===== config.mk =====
export PLATFORM = sky130hd
export DESIGN_NAME = dual_fifo_irq
export DESIGN_NICKNAME = d
export VERILOG_FILES = /design/src/rtl/dfi_pkg.sv /design/src/rtl/dfi_byte_fifo.sv /design/src/rtl/dfi_irq_unit.sv /design/src/rtl/dual_fifo_irq.sv
export SDC_FILE = /design/constraint.sdc
export NUM_CORES = 1
export LEC_CHECK = 0
export ABC_CLOCK_PERIOD_IN_PS = 6220
export BUFFER_PORTS_ARGS = -buffer_cell sky130_fd_sc_hd__buf_4
export CAP_MARGIN = 40
export CORE_ASPECT_RATIO = 0.7
export CORE_MARGIN = 10
export CORE_UTILIZATION = 45
export DETAILED_ROUTE_END_ITERATION = 10
export HOLD_SLACK_MARGIN = 0.03
export PLACE_DENSITY = 0.72
export SYNTH_ARGS = -nofsm -noshare
export SYNTH_HDL_FRONTEND = slang
export SYNTH_SLANG_ARGS = --single-unit

===== constraint.sdc =====
create_clock -name clk_i -period 6.22 [get_ports clk_i]
set_input_delay 0.933 -clock clk_i [delete_from_list [all_inputs] [get_ports clk_i]]
set_output_delay 0.933 -clock clk_i [all_outputs]
set_load 0.02 [all_outputs]

===== src/rtl/dfi_pkg.sv =====
package dfi_pkg;
  localparam int unsigned AddrW = 3;

  localparam logic [AddrW-1:0] A_FCTL = 3'd0;
  localparam logic [AddrW-1:0] A_FSTA = 3'd1;
  localparam logic [AddrW-1:0] A_IEN  = 3'd2;
  localparam logic [AddrW-1:0] A_ISTA = 3'd3;
  localparam logic [AddrW-1:0] A_TXD  = 3'd4;
  localparam logic [AddrW-1:0] A_RXD  = 3'd5;

  localparam int unsigned NIRQ = 4;
  // compact index of each interrupt source
  localparam int unsigned I_RDY  = 0;
  localparam int unsigned I_TREQ = 1;
  localparam int unsigned I_OVF  = 2;
  localparam int unsigned I_DONE = 3;

  typedef struct packed {
    logic       tx_flush;
    logic       tx_den;
    logic [7:0] tx_trig;
    logic       rx_flush;
    logic       rx_den;
    logic [7:0] rx_trig;
  } fctl_t;

  // interrupt bits live at word positions 0, 4, 8, 12
  function automatic logic [31:0] irq_pack(logic [NIRQ-1:0] v);
    return {19'b0, v[3], 3'b0, v[2], 3'b0, v[1], 3'b0, v[0]};
  endfunction

  function automatic logic [NIRQ-1:0] irq_unpack(logic [31:0] w);
    return {w[12], w[8], w[4], w[0]};
  endfunction
endpackage


===== src/rtl/dfi_byte_fifo.sv =====
module dfi_byte_fifo #(
  parameter int unsigned DEPTH = 64
) (
  input  logic                           clk_i,
  input  logic                           rst_ni,
  input  logic                           flush_i,
  input  logic                           push_i,
  input  logic [7:0]                     data_i,
  input  logic                           pop_i,
  output logic [7:0]                     head_o,
  output logic [$clog2(DEPTH+1)-1:0]     count_o,
  output logic                           full_o,
  output logic                           empty_o
);
  localparam int unsigned PTR_W = $clog2(DEPTH);
  localparam int unsigned CNT_W = $clog2(DEPTH+1);

  logic [7:0]       mem_q [DEPTH];
  logic [PTR_W-1:0] wr_q, rd_q;
  logic [CNT_W-1:0] cnt_q;
  logic             push_ok, pop_ok;

  assign full_o  = (cnt_q == CNT_W'(DEPTH));
  assign empty_o = (cnt_q == '0);
  assign push_ok = push_i && !full_o && !flush_i;
  assign pop_ok  = pop_i && !empty_o && !flush_i;
  assign head_o  = mem_q[rd_q];
  assign count_o = cnt_q;

  always_ff @(posedge clk_i) begin
    if (push_ok) mem_q[wr_q] <= data_i;
  end

  always_ff @(posedge clk_i or negedge rst_ni) begin
    if (!rst_ni) begin
      wr_q  <= '0;
      rd_q  <= '0;
      cnt_q <= '0;
    end else if (flush_i) begin
      wr_q  <= '0;
      rd_q  <= '0;
      cnt_q <= '0;
    end else begin
      if (push_ok) wr_q <= wr_q + 1'b1;
      if (pop_ok)  rd_q <= rd_q + 1'b1;
      cnt_q <= cnt_q + CNT_W'(push_ok) - CNT_W'(pop_ok);
    end
  end

  AST_CNT_LIMIT: assert property (@(posedge clk_i) disable iff (!rst_ni)
    count_o <= CNT_W'(DEPTH));
  AST_FLUSH_EMPTIES: assert property (@(posedge clk_i) disable iff (!rst_ni)
    flush_i |=> (count_o == '0));
  AST_FULL_DROPS: assert property (@(posedge clk_i) disable iff (!rst_ni)
    (push_i && full_o && !pop_i && !flush_i) |=> $stable(count_o));
endmodule


===== src/rtl/dfi_irq_unit.sv =====
module dfi_irq_unit #(
  parameter int unsigned N = 4
) (
  input  logic         clk_i,
  input  logic         rst_ni,
  input  logic [N-1:0] set_i,
  input  logic [N-1:0] clr_i,
  input  logic [N-1:0] en_i,
  output logic [N-1:0] stat_o,
  output logic         irq_o
);
  logic [N-1:0] stat_q;

  for (genvar i = 0; i < N; i++) begin : g_bit
    always_ff @(posedge clk_i or negedge rst_ni) begin
      if (!rst_ni) stat_q[i] <= 1'b0;
      else         stat_q[i] <= (stat_q[i] && !clr_i[i]) || set_i[i];
    end

    AST_STICKY: assert property (@(posedge clk_i) disable iff (!rst_ni)
      (stat_q[i] && !clr_i[i]) |=> stat_q[i]);
    AST_SET_LATCH: assert property (@(posedge clk_i) disable iff (!rst_ni)
      set_i[i] |=> stat_q[i]);
  end

  assign stat_o = stat_q;
  assign irq_o  = |(stat_q & en_i);
endmodule


===== src/rtl/dual_fifo_irq.sv =====
module dual_fifo_irq
  import dfi_pkg::*;
#(
  parameter int unsigned DEPTH = 64
) (
  input  logic              clk_i,
  input  logic              rst_ni,
  input  logic              reg_we_i,
  input  logic              reg_re_i,
  input  logic [AddrW-1:0]  reg_addr_i,
  input  logic [31:0]       reg_wdata_i,
  output logic [31:0]       reg_rdata_o,
  input  logic              tx_pop_i,
  output logic [7:0]        tx_data_o,
  output logic              tx_empty_o,
  input  logic              rx_push_i,
  input  logic [7:0]        rx_data_i,
  output logic              rx_full_o,
  input  logic              xfer_done_i,
  output logic              tx_dreq_o,
  output logic              rx_dreq_o,
  output logic              irq_o
);
  localparam int unsigned CNT_W = $clog2(DEPTH+1);

  fctl_t            fctl_q;
  logic [NIRQ-1:0]  ien_q, stat, set_v, clr_v;
  logic [CNT_W-1:0] tx_cnt, rx_cnt;
  logic [7:0]       tx_cnt8, rx_cnt8, rx_head;
  logic             tx_full, rx_empty;
  logic             wr_fctl, wr_ien, wr_ista, wr_txd, rd_rxd;
  logic             rx_rdy_c, tx_req_c;
  logic             unused_wbits;

  assign wr_fctl = reg_we_i && (reg_addr_i == A_FCTL);
  assign wr_ien  = reg_we_i && (reg_addr_i == A_IEN);
  assign wr_ista = reg_we_i && (reg_addr_i == A_ISTA);
  assign wr_txd  = reg_we_i && (reg_addr_i == A_TXD);
  assign rd_rxd  = reg_re_i && (reg_addr_i == A_RXD);
  assign unused_wbits = ^{reg_wdata_i[30:25], reg_wdata_i[14:9]};

  // control word; flush bits live one cycle
  always_ff @(posedge clk_i or negedge rst_ni) begin
    if (!rst_ni) begin
      fctl_q <= '0;
    end else if (wr_fctl) begin
      fctl_q.tx_flush <= reg_wdata_i[31];
      fctl_q.tx_den   <= reg_wdata_i[24];
      fctl_q.tx_trig  <= reg_wdata_i[23:16];
      fctl_q.rx_flush <= reg_wdata_i[15];
      fctl_q.rx_den   <= reg_wdata_i[8];
      fctl_q.rx_trig  <= reg_wdata_i[7:0];
    end else begin
      fctl_q.tx_flush <= 1'b0;
      fctl_q.rx_flush <= 1'b0;
    end
  end

  always_ff @(posedge clk_i or negedge rst_ni) begin
    if (!rst_ni)     ien_q <= '0;
    else if (wr_ien) ien_q <= irq_unpack(reg_wdata_i);
  end

  dfi_byte_fifo #(.DEPTH(DEPTH)) u_tx_fifo (
    .clk_i   (clk_i),
    .rst_ni  (rst_ni),
    .flush_i (fctl_q.tx_flush),
    .push_i  (wr_txd),
    .data_i  (reg_wdata_i[7:0]),
    .pop_i   (tx_pop_i),
    .head_o  (tx_data_o),
    .count_o (tx_cnt),
    .full_o  (tx_full),
    .empty_o (tx_empty_o)
  );

  dfi_byte_fifo #(.DEPTH(DEPTH)) u_rx_fifo (
    .clk_i   (clk_i),
    .rst_ni  (rst_ni),
    .flush_i (fctl_q.rx_flush),
    .push_i  (rx_push_i),
    .data_i  (rx_data_i),
    .pop_i   (rd_rxd),
    .head_o  (rx_head),
    .count_o (rx_cnt),
    .full_o  (rx_full_o),
    .empty_o (rx_empty)
  );

  assign tx_cnt8  = 8'(tx_cnt);
  assign rx_cnt8  = 8'(rx_cnt);
  assign rx_rdy_c = !rx_empty && (rx_cnt8 >= fctl_q.rx_trig);
  assign tx_req_c = (tx_cnt8 <= fctl_q.tx_trig);

  always_comb begin
    set_v         = '0;
    set_v[I_RDY]  = rx_rdy_c;
    set_v[I_TREQ] = tx_req_c;
    set_v[I_OVF]  = rx_push_i && rx_full_o;
    set_v[I_DONE] = xfer_done_i;
    clr_v         = wr_ista ? irq_unpack(reg_wdata_i) : '0;
  end

  dfi_irq_unit #(.N(NIRQ)) u_irq (
    .clk_i  (clk_i),
    .rst_ni (rst_ni),
    .set_i  (set_v),
    .clr_i  (clr_v),
    .en_i   (ien_q),
    .stat_o (stat),
    .irq_o  (irq_o)
  );

  assign rx_dreq_o = fctl_q.rx_den && rx_rdy_c;
  assign tx_dreq_o = fctl_q.tx_den && tx_req_c && !tx_full;

  always_comb begin
    unique case (reg_addr_i)
      A_FCTL:  reg_rdata_o = {fctl_q.tx_flush, 6'b0, fctl_q.tx_den, fctl_q.tx_trig,
                               fctl_q.rx_flush, 6'b0, fctl_q.rx_den, fctl_q.rx_trig};
      A_FSTA:  reg_rdata_o = {8'b0, tx_cnt8, 8'b0, rx_cnt8};
      A_IEN:   reg_rdata_o = irq_pack(ien_q);
      A_ISTA:  reg_rdata_o = irq_pack(stat);
      A_RXD:   reg_rdata_o = {24'b0, rx_head};
      default: reg_rdata_o = '0;
    endcase
  end

  AST_FLUSH_SELF_CLEAR: assert property (@(posedge clk_i) disable iff (!rst_ni)
    (fctl_q.rx_flush && !wr_fctl) |=> !fctl_q.rx_flush);
  AST_RX_DREQ_NONEMPTY: assert property (@(posedge clk_i) disable iff (!rst_ni)
    rx_dreq_o |-> (rx_cnt != '0));
  AST_TX_DREQ_NOT_FULL: assert property (@(posedge clk_i) disable iff (!rst_ni)
    tx_dreq_o |-> !tx_full);
endmodule


==> results.md <==
Synth:
- The most used flip-flop cell after synthesis is edfxtp_1.
- The proportion of synthesized chip area in sequential cells is 0.735.
- The count of synthesis-stage warnings from yosys is 0.
- Summing every instance area after synthesis gives 0.0441 sq mm.
- After synthesis, the cell types taking the most area are edfxtp_1 (70%), mux4_2 (11%), dfrtp_1 (3.7%).
- The largest total area in the synthesized netlist belongs to edfxtp_1.
- The number of instances in the synthesized netlist is between 2,000 and 2,500.
- The mean instance size in the synthesized netlist is about 19 sq um.
- The area share of the largest cell type after synthesis is 0.698.
- The post-synthesis sequential element count is ~1,100.
- The async set-or-reset flop fraction in the synthesized netlist is 0.0606.
- The number of enable-type register cells in the synthesized netlist is approximately 1,000.
- The count of different cell masters after synthesis is 65.

Run:
- Across the run, the number of max-cap violations was 0.

Worst hold path:
- The worst min-delay path class is in2async.

STA:
- Final hold analysis gives a worst-case slack of roughly 0.081 ns.
- The final-report hold violation count is 0.
- The worst max-slew margin expressed relative to the limit is 0.321.
- For the final database, setup skew stands at ~0.076 ns.
- Timing would allow up to approximately 180 MHz.
- The share of the cycle needed by the critical path after routing is 0.890.
- The slew at the pin closest to its max-slew limit is 1.02 ns.
- The final total negative setup slack is 0 ns.
- The number of pins with negative max-slew slack in the final report is 0.
- Setup violations remaining at the end of the flow were counted as 0.
- The time the final worst path needs with I/O delays and setup is around 5.5 ns.
- Setup slack closes at just under 0.7 ns.
- Setup repair after global routing left no endpoint under its margin.

CTS:
- The number of buffers on the longest clock path is 3.
- After clock tree synthesis, the repair step resized 0 gates.
- The CTS sink count is about 1,100.
- The TritonCTS clock tree is done.
- The total clock buffers created by CTS is slightly above 100.
- The clock root buffer is clkbuf_16.
- After clock tree synthesis, the clock-pin slew on the worst setup and hold paths is around 0.060 ns.
- For this design, the CTS-stage hold fixing added 0 buffers.
- At the later pin of the worst-skew pair, clock insertion delay measures about 0.70 ns.
- The number of setup buffers added after CTS is 0.
- The number of H-tree levels is 3.

Routing:
- The pre-antenna-repair detailed-routing pass consisted of 6 iterations.
- The via count is 22,700.
- The average vias per placed instance is around 6.0.
- For this block, the initial DRC count from the detailed router was roughly 3,100.
- Summed over all layers, the routed wires come to 103,000 um.
- The detail route stage leaves a number of antenna-violating nets equal to 0.
- The DRC violation count after routing is 0.
- In the final routed layout, each cell accounts on average for about 27 um.

Critical path:
- The worst setup path is captured at an output pin.
- Tracing the worst setup path back leads to its startpoint at u_rx_fifo.rd_q[0]$_DFFE_PN0P_.
- The classification of the worst setup path is reg2out.
- The critical path ends at reg_rdata_o[1].
- In this run the critical register-to-register path is launched from u_tx_fifo.count_o[2]$_DFF_PN0_.
- The setup slack of the most critical reg-to-reg path is between 2 and 2.5 ns.
- The maximum net fanout on the critical path is 38.
- Measured in cells, the most critical reg-to-reg path has a length of 19.
- The worst register-to-register path ends at u_tx_fifo.count_o[6]$_DFF_PN0_.
- STA classifies the critical path startpoint as a flop.
- For the worst setup path, the data required time is between 5 and 6 ns.
- The worst path arrival time is 4.60 ns.

Global route:
- The initial antenna violation count is 8.
- Across every metal layer, demand over resource in global routing totals 0.183.
- The sum of overflow across all layers after global routing is 0.
- Entering global routing, the biggest net connects 83 pins.
- The first-pass GRT wire length is ~150,000 um.
- The via count of the first global-routing pass came to around 23,000.

Power:
- For this design the static power due to leakage is around 16 nW.
- VDD sags by at most ~280 uV.
- In this run the power density over the cells is ~420 mW/mm^2.

Floorplan:
- For this design the top-level I/O count stands at 95.
- The die height is 282 um.
- The count of standard-cell rows is 95.
- The effective utilization at floorplan is 0.457.
- The die outline width is 394 um.
- The floorplan step defined a die boundary enclosing roughly 0.11 sq mm.
- The placeable core area is a little under 0.1 sq mm.

Final layout:
- The final layout contains around 2,500 nets.
- Leaving out fill and tap cells, the most frequent cells in the layout are edfxtp_1 (1,024), mux4_2 (225), nor2_1 (192).
- Of the cells placed in the final design, the portion with a size suffix greater than 1 is 0.206.
- Summing all non-filler instances in the final layout gives an area of between 0.04 and 0.05 sq mm.
- The sequential standard cell area is about 0.032 sq mm.
- In the final layout, the multi-input gates occupy about 0.011 sq mm.
- After the flow finishes, the layout carries non-filler instances totaling 3,805.
- The most common library cell in the layout ignoring fill and taps is edfxtp_1.
- The area growth from synthesis to layout is 11.8%.
- The number of filler cells placed in the layout is ~7,600.

Placement:
- The wire-length estimate of the detail-placed layout is around 65,000 um.
- Once placement finished, the instance area stood at around 0.046 sq mm.
- The number of input and output port buffers inserted is a little over 70.
- Routability-driven placement finished with a final weighted congestion of between 0.8 and 0.9.
- Prior to clock tree synthesis, the placed netlist has a worst setup slack of roughly 1.4 ns.
- Counting tap cells, the placed design contains a total of around 3,600 instances.

Outcome:
- The flow ran to the end, and the final reports show no timing, DRC or antenna violations.
## kinds of logic (layout without fill, tap and decap cells)
| logic type | count (synthesis) | in the layout | share of synthesized area |
|---|---|---|---|
| other cells | 1 | 12 | 0.0000851 |
| fa+ha+maj | 38 | 38 | 0.0111 |
| buf+inv | 173 | 336 | 0.0213 |
| xor+xnor | 25 | 25 | 0.00497 |
| simple gates | 430 | 430 | 0.0453 |
| mux | 370 | 370 | 0.151 |
| compound gates | 195 | 195 | 0.0313 |
| flops | 1090 | 1090 | 0.735 |
## how the worst min path moves through the flow
stage / startpoint / depth (start not counted) / to / slack [ns]
2_1_floorplan: fctl_q[9]$_DFF_PN0_ / 1 / u_rx_fifo.count_o[0]$_DFF_PN0_ / 0.45
5_1_grt: rst_ni / 1 / u_tx_fifo.wr_q[3]$_DFFE_PN0P_ / 0.06
3_5_place_dp: u_irq.stat_o[3]$_DFF_PN0_ / 1 / u_irq.stat_o[3]$_DFF_PN0_ / 0.51
4_1_cts: rst_ni / 1 / u_tx_fifo.wr_q[3]$_DFFE_PN0P_ / 0.04
6_report: rst_ni / 1 / u_tx_fifo.rd_q[5]$_DFFE_PN0P_ / 0.08
3_3_place_gp: u_irq.stat_o[3]$_DFF_PN0_ / 1 / u_irq.stat_o[3]$_DFF_PN0_ / 0.48
## where the power goes
part           total (mW)  internal (mW)  switching [mW]
logic                5.63           2.56            3.07
clock network        6.33           3.60            2.73
registers            8.87           8.29           0.579
total                20.8           14.5            6.38
## through the flow
step / power [mW] / utilization
after floorplan: 12.8 / -
after global placement: 14.5 / 0.474
after detailed placement: 14.6 / 0.475
after CTS: 20.9 / 0.511
after global routing: 21.6 / 0.511
final: 20.8 / 0.511
## Yosys cell counts (all sizes together) (28+ instances only)
cell	count
nor2b	30
a22oi	28
inv	36
mux2i	119
nor2	193
mux4	231
buf	94
nand2	85
o21ai	30
clkbuf	41
ha	36
dfrtp	66
a21oi	29
edfxtp	1024
## registers in the layout (all words and copies together) (netlist names), 6 cells and up
| register | cells |
|---|---|
| u_rx_fifo.wr_q | 6 |
| u_tx_fifo.count_o | 7 |
| u_rx_fifo.rd_q | 6 |
| u_rx_fifo.mem_q | 512 |
| u_tx_fifo.rd_q | 6 |
| fctl_q | 20 |
| u_tx_fifo.wr_q | 6 |
| u_tx_fifo.mem_q | 512 |
| u_rx_fifo.count_o | 7 |
## area by class of cell
class | instances | area share
flip-flops and latches | 1090 | 0.658
multi-input cells | 1069 | 0.219
clock buffers | 129 | 0.0547
well taps | 1309 | 0.0332
repair buffers | 105 | 0.0177
clock inverters | 64 | 0.0151
inverters | 38 | 0.00289
diodes | 1 | 0.0000508
## critical path, cell delays in order (launching register included)
cell	delay, ns
dfrtp_4	0.96
buf_4	0.51
mux4_2	0.34
mux2i_1	0.09
a2111oi_0	0.85
nor4_1	0.19
nor3_1	0.70
buf_4	0.27
## routing by layer
layer,GRT usage,vias up,routed length [um]
met2,0.262,1245,44600
met4,0.0474,6,2240
met3,0.0491,151,11600
met1,0.276,11800,44300
met5,0,-,40
li1,-,9498,-
Note: power is estimated with default switching activity, not from simulation.
